==> src/rtl/dfs_pkg.sv <==
package dfs_pkg;

   localparam int NUM_PI    = 3;
   localparam int NUM_WIRE  = 10;
   localparam int NUM_FAULT = 2 * NUM_WIRE;
   localparam int WIRE_W    = $clog2(NUM_WIRE);

   typedef enum logic [2:0] {
      K_PI, K_BUF, K_NOT, K_AND, K_OR, K_NAND, K_NOR
   } node_kind_e;

   typedef enum logic [1:0] {
      ST_IDLE, ST_SWEEP, ST_FIN
   } sweep_st_e;

   typedef struct packed {
      node_kind_e        kind;
      logic [WIRE_W-1:0] src_a;
      logic [WIRE_W-1:0] src_b;
   } node_t;

   // primary outputs are wires 8 and 9
   localparam logic [NUM_WIRE-1:0] PO_MASK = NUM_WIRE'(10'b11_0000_0000);

   // topologically ordered netlist, one node per wire index
   function automatic node_t node_of(input int idx);
      node_t n;
      n = '{kind: K_PI, src_a: '0, src_b: '0};
      case (idx)
         3: n = '{kind: K_BUF,  src_a: WIRE_W'(1), src_b: WIRE_W'(1)};
         4: n = '{kind: K_BUF,  src_a: WIRE_W'(1), src_b: WIRE_W'(1)};
         5: n = '{kind: K_NAND, src_a: WIRE_W'(0), src_b: WIRE_W'(3)};
         6: n = '{kind: K_NOT,  src_a: WIRE_W'(4), src_b: WIRE_W'(4)};
         7: n = '{kind: K_OR,   src_a: WIRE_W'(6), src_b: WIRE_W'(2)};
         8: n = '{kind: K_NOR,  src_a: WIRE_W'(5), src_b: WIRE_W'(7)};
         9: n = '{kind: K_AND,  src_a: WIRE_W'(5), src_b: WIRE_W'(2)};
         default: ;
      endcase
      return n;
   endfunction

endpackage

==> src/rtl/dfs_gate_rule.sv <==
module dfs_gate_rule
   import dfs_pkg::*;
#(
   parameter int FAULT_N = NUM_FAULT,
   parameter int IDX_W   = WIRE_W
) (
   input  node_kind_e         kind,
   input  logic               val_a,
   input  logic               val_b,
   input  logic [FAULT_N-1:0] list_a,
   input  logic [FAULT_N-1:0] list_b,
   input  logic [IDX_W-1:0]   own_idx,
   input  logic [FAULT_N-1:0] en,
   output logic               val_out,
   output logic [FAULT_N-1:0] list_out
);

   logic               ctrl_v;
   logic               inv;
   logic               a_c;
   logic               b_c;
   logic [FAULT_N-1:0] prop;
   logic [FAULT_N-1:0] own_bit;

   always_comb begin
      ctrl_v = (kind == K_OR) || (kind == K_NOR);
      inv    = (kind == K_NAND) || (kind == K_NOR) || (kind == K_NOT);
      a_c    = (val_a == ctrl_v);
      b_c    = (val_b == ctrl_v);
      if (kind == K_BUF || kind == K_NOT) begin
         val_out = val_a ^ inv;
         prop    = list_a;
      end else if (!a_c && !b_c) begin
         val_out = ~ctrl_v ^ inv;
         prop    = list_a | list_b;
      end else if (a_c && b_c) begin
         val_out = ctrl_v ^ inv;
         prop    = list_a & list_b;
      end else if (a_c) begin
         val_out = ctrl_v ^ inv;
         prop    = list_a & ~list_b;
      end else begin
         val_out = ctrl_v ^ inv;
         prop    = list_b & ~list_a;
      end
      own_bit = '0;
      own_bit[2 * int'(own_idx) + (val_out ? 0 : 1)] = 1'b1;
      list_out = prop | (own_bit & en);
   end

endmodule

==> src/rtl/dfs_node_store.sv <==
module dfs_node_store
   import dfs_pkg::*;
#(
   parameter int PI_N    = NUM_PI,
   parameter int WIRE_N  = NUM_WIRE,
   parameter int FAULT_N = 2 * WIRE_N,
   parameter int IDX_W   = $clog2(WIRE_N)
) (
   input  logic               clk,
   input  logic               rst_n,
   input  logic               load,
   input  logic [PI_N-1:0]    pat,
   input  logic [FAULT_N-1:0] en,
   input  logic               wr_en,
   input  logic [IDX_W-1:0]   wr_idx,
   input  logic               wr_val,
   input  logic [FAULT_N-1:0] wr_list,
   output logic [WIRE_N-1:0]  val_q,
   output logic [FAULT_N-1:0] list_q [WIRE_N]
);

   localparam logic [FAULT_N-1:0] ONE = FAULT_N'(1);

   for (genvar i = 0; i < WIRE_N; i++) begin : g_wire
      if (i < PI_N) begin : g_pi
         localparam logic [FAULT_N-1:0] SA0_BIT = ONE << (2 * i);
         localparam logic [FAULT_N-1:0] SA1_BIT = ONE << (2 * i + 1);
         always_ff @(posedge clk or negedge rst_n) begin
            if (!rst_n) begin
               val_q[i]  <= 1'b0;
               list_q[i] <= '0;
            end else if (load) begin
               val_q[i]  <= pat[i];
               list_q[i] <= en & (pat[i] ? SA0_BIT : SA1_BIT);
            end
         end
      end else begin : g_gate
         always_ff @(posedge clk or negedge rst_n) begin
            if (!rst_n) begin
               val_q[i]  <= 1'b0;
               list_q[i] <= '0;
            end else if (wr_en && (wr_idx == IDX_W'(i))) begin
               val_q[i]  <= wr_val;
               list_q[i] <= wr_list;
            end
         end
      end
   end

endmodule

==> src/rtl/dfs_sweep_ctrl.sv <==
module dfs_sweep_ctrl
   import dfs_pkg::*;
#(
   parameter int PI_N   = NUM_PI,
   parameter int WIRE_N = NUM_WIRE,
   parameter int IDX_W  = $clog2(WIRE_N)
) (
   input  logic             clk,
   input  logic             rst_n,
   input  logic             pat_valid,
   output logic             pat_ready,
   output logic             accept,
   output logic             wr_en,
   output logic             fin,
   output logic [IDX_W-1:0] step
);

   localparam logic [IDX_W-1:0] FIRST = IDX_W'(PI_N);
   localparam logic [IDX_W-1:0] LAST  = IDX_W'(WIRE_N - 1);

   sweep_st_e state;

   assign pat_ready = (state == ST_IDLE);
   assign accept    = pat_valid && pat_ready;
   assign wr_en     = (state == ST_SWEEP);
   assign fin       = (state == ST_FIN);

   always_ff @(posedge clk or negedge rst_n) begin
      if (!rst_n) begin
         state <= ST_IDLE;
         step  <= FIRST;
      end else begin
         case (state)
            ST_IDLE: if (accept) begin
               state <= ST_SWEEP;
               step  <= FIRST;
            end
            ST_SWEEP: if (step == LAST) state <= ST_FIN;
                      else              step  <= step + 1'b1;
            default: state <= ST_IDLE;
         endcase
      end
   end

endmodule

==> src/rtl/dfs_engine.sv <==
module dfs_engine
   import dfs_pkg::*;
#(
   parameter int PI_N    = NUM_PI,
   parameter int WIRE_N  = NUM_WIRE,
   parameter int FAULT_N = 2 * WIRE_N
) (
   input  logic               clk,
   input  logic               rst_n,
   input  logic               pat_valid,
   output logic               pat_ready,
   input  logic [PI_N-1:0]    pat_in,
   input  logic [FAULT_N-1:0] fault_en,
   output logic               done,
   output logic [FAULT_N-1:0] detected
);

   localparam int IDX_W = $clog2(WIRE_N);

   if (FAULT_N > 32)            $error("fault universe limited to 32 entries");
   if (WIRE_N != NUM_WIRE)      $error("WIRE_N must match the built-in netlist");
   if (PI_N != NUM_PI)          $error("PI_N must match the built-in netlist");
   if (FAULT_N != 2 * WIRE_N)   $error("FAULT_N must be two per wire");
   if (IDX_W != WIRE_W)         $error("index width mismatch");

   logic               accept;
   logic               wr_en;
   logic               fin;
   logic [IDX_W-1:0]   step;
   logic [WIRE_N-1:0]  val_q;
   logic [FAULT_N-1:0] list_q [WIRE_N];
   logic [FAULT_N-1:0] en_q;
   logic               g_val;
   logic [FAULT_N-1:0] g_list;
   logic [FAULT_N-1:0] po_union;
   node_t              nd;

   assign nd = node_of(int'(step));

   dfs_sweep_ctrl #(.PI_N(PI_N), .WIRE_N(WIRE_N), .IDX_W(IDX_W)) i_ctrl (
      .clk(clk), .rst_n(rst_n), .pat_valid(pat_valid), .pat_ready(pat_ready),
      .accept(accept), .wr_en(wr_en), .fin(fin), .step(step)
   );

   dfs_node_store #(.PI_N(PI_N), .WIRE_N(WIRE_N), .FAULT_N(FAULT_N), .IDX_W(IDX_W)) i_store (
      .clk(clk), .rst_n(rst_n), .load(accept), .pat(pat_in), .en(fault_en),
      .wr_en(wr_en), .wr_idx(step), .wr_val(g_val), .wr_list(g_list),
      .val_q(val_q), .list_q(list_q)
   );

   dfs_gate_rule #(.FAULT_N(FAULT_N), .IDX_W(IDX_W)) i_rule (
      .kind(nd.kind), .val_a(val_q[nd.src_a]), .val_b(val_q[nd.src_b]),
      .list_a(list_q[nd.src_a]), .list_b(list_q[nd.src_b]),
      .own_idx(step), .en(en_q), .val_out(g_val), .list_out(g_list)
   );

   always_comb begin
      po_union = '0;
      for (int i = 0; i < WIRE_N; i++)
         if (PO_MASK[i]) po_union = po_union | list_q[i];
   end

   always_ff @(posedge clk or negedge rst_n) begin
      if (!rst_n) begin
         en_q     <= '0;
         done     <= 1'b0;
         detected <= '0;
      end else begin
         if (accept) en_q <= fault_en;
         done <= fin;
         if (fin) detected <= po_union;
      end
   end

endmodule

==> config.mk <==
export PLATFORM = sky130hd
export DESIGN_NAME = dfs_engine
export DESIGN_NICKNAME = d
export VERILOG_FILES = /design/src/rtl/dfs_pkg.sv /design/src/rtl/dfs_gate_rule.sv /design/src/rtl/dfs_node_store.sv /design/src/rtl/dfs_sweep_ctrl.sv /design/src/rtl/dfs_engine.sv
export SDC_FILE = /design/constraint.sdc
export NUM_CORES = 1
export LEC_CHECK = 0
export BUFFER_PORTS_ARGS = -buffer_cell sky130_fd_sc_hd__buf_2
export CELL_PAD_IN_SITES_DETAIL_PLACEMENT = 1
export CELL_PAD_IN_SITES_GLOBAL_PLACEMENT = 1
export CORE_MARGIN = 5
export CORE_UTILIZATION = 45
export CTS_BUF_LIST = sky130_fd_sc_hd__clkbuf_8
export DETAILED_ROUTE_END_ITERATION = 12
export GPL_ROUTABILITY_DRIVEN = 0
export PLACE_DENSITY = 0.82
export SETUP_SLACK_MARGIN = 0.4
export SYNTH_ARGS = -nofsm -noshare
export SYNTH_HDL_FRONTEND = slang
export SYNTH_SLANG_ARGS = --single-unit
==> constraint.sdc <==
create_clock -name clk -period 3.3 [get_ports clk]
set_input_delay 0.495 -clock clk [delete_from_list [all_inputs] [get_ports clk]]
set_output_delay 0.495 -clock clk [all_outputs]
set_load 0.02 [all_outputs]
# --- Word level (Yosys, flattened, before mapping) ---
# Cells that the tools add are included.
# Widths: inputs -> output; s select.
classes:
  n_eq_ne: 19
  add_sub_neg: 2
  reduce_logical: 22
  muxes: 29
  order_cmp: 6
  n_bitwise: 18
ops:
  columns: ["cell", "n"]
  rows:
  - ["$bmux 20 s4", 2]
  - ["$mux 20", 8]
  - ["$and 20x20->20", 7]
  - ["$pmux 11 s6", 1]
  - ["$or 20x20->20", 3]
  - ["$not 20->20", 2]
  - ["$add 6x32->32", 1]
  - ["$ge 32x1->1 const B", 1]
  - ["$lt 32x7->1 const B", 1]
  - ["$eq 4x3->1 const B", 4]
  - ["$mux 4", 3]
  - ["$logic_and 1x1->1", 11]
  - ["$ge 5x5->1 const B", 2]
  - ["$lt 4x5->1 const B", 2]
  - ["$not 4->5", 2]
  - ["$eq 3x3->1 const B", 3]
  - ["$bmux 1 s4", 2]
  - ["$eq 4x4->1 const B", 2]
  - ["$pmux 4 s2", 1]
  - ["$mux 1", 6]
  - ["$mux 2", 3]
  - ["$mux 6", 1]
  - ["$ne 2x2->1 const B", 3]
  - ["$demux 1 s5", 1]
  - ["17 further kinds", 24]
totals:
  output_inout_bits: 22
  reg_bits: 257
  elab_cells: 121

# --- Longest topological paths before layout ---
logic_depth:
  word_depth: 18
  mapped_depth: 15

# --- Cells and area by module ---
# Synthesis repeated with hierarchy kept, for this count alone.
hier_totals:
  cells_unflattened: 1369
  area_unflattened_um2: 13264.0
modules_own_cells:
  columns: ["mod", "area_per_inst_um2", "cells_per_inst", "n_inst", "seq_area_each_um2"]
  rows:
  - ["dfs_node_store", 6444.9, 405, 1, 3903.7]
  - ["dfs_engine", 4919.7, 682, 1, 1026.0]
  - ["dfs_gate_rule", 1586.5, 252, 1, 0.0]
  - ["dfs_sweep_ctrl", 312.8, 30, 1, 152.6]

# --- Least setup slack after synthesis ---
# Ideal clock, no wire load.
synth_timing:
  path_kind: "reg-to-reg"
  startpoint: "register i_ctrl.step[0]"
  endpoint: "register i_store.list_q[36] (netlist bit)"
  setup_slack_ps: -134
  t_arrival_ps: 3310
  stages_incl_launch_ff: 14
  synth_period_minus_slack_ps: 3434
  required_ps: 3175
  path_buffers: 2
  setup_time_ps: 125
  cell_sequence: "dfstp_2 inv_1 ha_1 buf_2 a21o_1 a221o_1 a221oi_1 o22a_1 buf_4 mux2i_2 inv_1 a222oi_1 o21ai_1 mux2_2"
synth_via:
  elab_chain_cells: 18
synth_rtl:
  columns: ["element", "line_no", "text"]
  rows:
  - ["start: declaration", "dfs_sweep_ctrl.sv:15", "output logic [IDX_W-1:0] step"]
  - ["start signal: assignment", "dfs_sweep_ctrl.sv:39", "else step <= step + 1'b1;"]
  - ["$eq 4x3->1 or $eq 4x2->1 (tied branches)", "dfs_pkg.sv:29", "case (idx)"]
  - ["$reduce_or 2->1 (no source line)", null, null]
  - ["$pmux 11 s6", "dfs_pkg.sv:29", null]
  - ["$bmux 1 s4, or another cell as far along", "dfs_engine.sv:52", ".kind(nd.kind), .val_a(val_q[nd.src_a]), .val_b(val_q[nd.src_b]),"]
  - ["$mux 1 (implied by the code) or $logic_or 1x1->1 (tied branches)", "dfs_engine.sv:52, dfs_gate_rule.sv:26", null]
  - ["$eq 1x1->1 (on tied branches)", "dfs_gate_rule.sv:28, dfs_gate_rule.sv:29", null]
  - ["$logic_not 1->1", "dfs_gate_rule.sv:33", "end else if (!a_c && !b_c) begin"]
  - ["$logic_and 1x1->1", "dfs_gate_rule.sv:33", null]
  - ["(+2 left out)", null, null]
  - ["$mux 1", "dfs_gate_rule.sv:47", "own_bit[2 * int'(own_idx) + (val_out ? 0 : 1)] = 1'b1;"]
  - ["$add 6x32->32", "dfs_gate_rule.sv:47", null]
  - ["$ge 32x1->1 (implied by the code) or $lt 32x7->1 (tied branches)", "dfs_gate_rule.sv:47", null]
  - ["$logic_and 1x1->1 (implied by the code)", "dfs_gate_rule.sv:47", null]
  - ["$mux 1", "dfs_gate_rule.sv:47", null]
  - ["$demux 1 s5", null, null]
  - ["$and 20x20->20", "dfs_gate_rule.sv:48", "list_out = prop | (own_bit & en);"]
  - ["$or 20x20->20", "dfs_gate_rule.sv:48", null]
  - ["end signal: indexed assignment", "dfs_node_store.sv:44", "list_q[i] <= wr_list;"]
  - ["end: declaration", "dfs_node_store.sv:19", "output logic [FAULT_N-1:0] list_q [WIRE_N]"]
# Parallel ways exist; a longest one is shown, timed or not. The select of a mux whose other input is x is not followed.
# A chain may end at the register's enable or synchronous reset.

# --- Worst setup path in the final report ---
layout_timing:
  startpoint: "register i_ctrl.step[0]"
  endpoint: "register i_store.list_q[63] (netlist bit)"
# The elaborated chain is that of the path after synthesis.

==> summary.txt <==
STA
  – Max_slew headroom: 39.02%
  – Slew at the pin with the worst max-slew slack: just over 900 ps
  – RSZ-0062 raised after global routing: true
  – Clock skew: about 32 ps
  – Achievable clock frequency: ~240 MHz
  – Minimum clock period: roughly 4100 ps
  – Hold_ws: -62.49 ps
  – Final setup margin: -823.7 ps
  – Slew Viols, Final: 0
  – Final Cycle Share: 125.0%
  – Setup violations, final: between 100 and 150
  – Fin. Hold Viols: 20
  – Post-route setup TNS: -64350 ps

Placed design
  – Pre-CTS setup slack: -206.5 ps
  – Dpl cells: roughly 1600
  – Port bufs: 47
  – DP Wirelength: 26150 µm

Route
  – Initial DRC count: 1646
  – Via density per instance: slightly above 7
  – Drt total wl: 58270 µm
  – Via Count: around 12000
  – WL/cell: ~35 µm
  – TritonRoute pass-1 iters: 6
  – DRC: 0
  – Antenna Nets Post-Route: 0

Synth
  – Number of library cell types mapped by synthesis: 78
  – Synth area leaders: dfrtp_1, nand2_1, mux2i_1
  – Leading area contributor after synthesis: dfrtp_1
  – Mapped cell area: approximately 0.011 mm²
  – #FFs+latches synth: 201
  – Number of flops mapped to enable cells by yosys: 0
  – Count leader, synth: nand2_1
  – Synth warn: 0
  – Prevailing post-synth register cell: dfrtp_1
  – Commonest cells in the netlist: nand2_1, dfrtp_1, o21ai_0
  – Sequential cell area fraction in the yosys report: 47.55%
  – Async S/R FF share, synth: 100.0%
  – Mapped Nets: 1167
  – Post-Synthesis Cells: between 1000 and 1500
  – Yosys top cell area share: between 40% and 50%
  – Mean post-synth cell area: 9.308 µm²

Floorplan
  – Starting density of the core: a little under half
  – IO Count: between 40 and 50
  – Core area: approximately 0.023 mm²
  – # rows: 56
  – Chip width: between 150 and 200 µm
  – Die height: around 160 µm
  – Die area: 0.02668 mm²

Clock network
  – CTS root buf: clkbuf_8
  – Clock-pin slew on the worst setup and hold paths: roughly 80 ps
  – Htree depth: 2
  – Worst-case clock buffer depth: 3
  – Clk Latency, worst-skew pair: 590 ps
  – CTS tree: built
  – CTS Sinks: about 200
  – CTS Buf Count: 36

Worst setup path
  – Critical path type: reg2reg
  – Crit-path leading delay family: compound AO/OA/AOI/OAI gates
  – Critical Path Start Type: flip-flop
  – Critical path fanouts, max: 8
  – WP data arrival: about 4600 ps
  – R2r endpoint: i_store.list_q[63]$_DFFE_PN0P_
  – Internal reg-to-reg setup slack: -820 ps
  – Critical path capture point type: flip-flop
  – R2r startpoint: i_ctrl.step[0]$_DFFE_PN1P_
  – Slowest Stage Delay on Critical Path: ~670 ps
  – Crit-path cells: buf_6 > ha_4 > buf_6 > buf_4 > nor2_2 > o22ai_4 > buf_4 > buf_4 > nand2_1 > a31oi_1 > a21oi_1 > nor3b_1 > a221o_1 > a41oi_4 > buf_12 > o21ai_1
  – R2r worst-path depth: 16
  – WP buf/inv: 6
  – Slowest CP cell: dfstp_2
  – Critical Path RT: ~3800 ps
  – Most used cell, CP: buf_4

Global routing
  – Total GRT Usage: between 30% and 40%
  – Antenna violations before repair: 2
  – Vias in the first global route: 11640
  – First-pass GRT wire length: 70660 µm
  – Gr ovfl total: 0
  – Largest net degree at the start of global routing: 80

Final layout
  – Flip-flop and latch area: 0.005032 mm²
  – Nets: 1367
  – Area taken by multi-input logic gates: approximately 0.006 mm²
  – Non-Filler Instances: 1679
  – Fillers: about 2500
  – Layout area overhead: 34.29%
  – Final Util: 60.91%
  – Layout cells sized above 1: 34.26%
  – Ant. Diodes: 0

Power
  – Pwr per Cell Area: around 1300 mW/mm²
  – Sequential share of power: 20.8%
  – Sw Ratio: a little over 50%
  – VDD IR max: roughly 0.93 mV
  – Internal: 9.467 mW
  – Combinational power share: 66.4%
  – Clk pwr share: around an eighth
  – Net Sw Power: 9.592 mW
  – Lkg Pwr: 6.308 nW

Hold path
  – Hold/Removal Path Class: in2async

Run status
  – Failing checks: negative hold slack, negative setup slack
  – Status: finished with violations

Run
  – Max Cap Viol: 0
-- per-layer routing --
metal | up-vias | track usage (%) | wire [µm]
li1 | 4431 | - | -
met5 | - | 0 | 12
met4 | 2 | 17.61 | 5665
met3 | 520 | 8.428 | 7679
met2 | 1199 | 55.98 | 25510
met1 | 5801 | 41.98 | 19400
-- power by group through the flow --
stage	Combinational [mW]	Sequential (mW)	Clock [mW]
5_1_grt	12.7	3.97	2.54
3_3_place_gp	7.83	3.70	0
3_5_place_dp	8.11	3.76	0
4_1_cts	9.16	3.77	2.32
6_report	12.7	3.97	2.44
2_1_floorplan	4.68	3.60	0
-- sequential cells by signal, summed over array words and instances (netlist names) --
signal,cells
i_store.list_q,146
detected,20
en_q,20
i_store.val_q,8
i_ctrl.step,4
i_ctrl.state,2
done,1
-- per-stage QoR --
stage	total power, mW	area (µm²)
2_1_floorplan	8.280	10800
6_report	19.06	14210
5_1_grt	19.16	14210
4_1_cts	15.24	13370
3_3_place_gp	11.54	12190
3_5_place_dp	11.87	12190
-- kinds of logic (layout without fill, tap and decap cells) --
family                   Yosys count  count (layout)  share of synthesized area [%]
AND/OR/NAND/NOR                  441             441                          18.57
multiplexers                      93              93                          9.778
XOR/XNOR                           9               9                         0.9577
adder cells (fa/ha/maj)            4               4                         0.4729
flip-flops                       201             201                          47.55
AO/OA/AOI/OAI                    305             305                          19.02
buffers and inverters             84             307                          3.642
-- final cells by class --
type / count / area share [%]
multi-input combinational: 852 / 42.02
sequential: 201 / 35.41
timing repair buffer: 237 / 14.68
clock buffer: 40 / 3.874
tap: 319 / 2.809
clock inverter: 21 / 0.9069
inverter: 9 / 0.2993
-- cell usage in the layout (no fill, tap or decap), types with 19 or more instances in the layout --
cell	instances
o21ai_2	21
clkbuf_8	41
buf_2	46
inv_1	19
a21oi_1	49
buf_6	38
buf_4	128
dfrtp_1	199
nand3_1	28
mux2i_1	56
o21ai_0	57
nor2_1	77
o21ai_1	39
nand2_1	225
mux2_2	19
-- worst max path at each step --
stage	cells past startpoint	from	slack (ps)	to
final	16	i_ctrl.step[0]$_DFFE_PN1P_	-820	i_store.list_q[63]$_DFFE_PN0P_
after global routing	14	i_ctrl.step[1]$_DFFE_PN1P_	-800	i_store.list_q[61]$_DFFE_PN0P_
after CTS	15	i_ctrl.step[0]$_DFFE_PN1P_	-110	i_store.list_q[93]$_DFFE_PN0P_
after detailed placement	12	i_ctrl.step[0]$_DFFE_PN1P_	-210	i_store.list_q[17]$_DFFE_PN0P_
after global placement	12	i_ctrl.step[0]$_DFFE_PN1P_	-90	i_store.list_q[37]$_DFFE_PN0P_
after floorplan	13	i_ctrl.step[1]$_DFFE_PN1P_	100	i_store.list_q[18]$_DFFE_PN0P_
-- timing repair --
item | 4_1_cts | 5_1_grt
hold endpoints to repair | 0 | 0
resized for setup | 82 | 122
cloned | 0 | 1
setup endpoints to repair | 132 | 132
hold buffers | 0 | 0
pin swaps | 26 | 35
setup buffers | 15 | 44
Power figures use the tool's default switching activity.
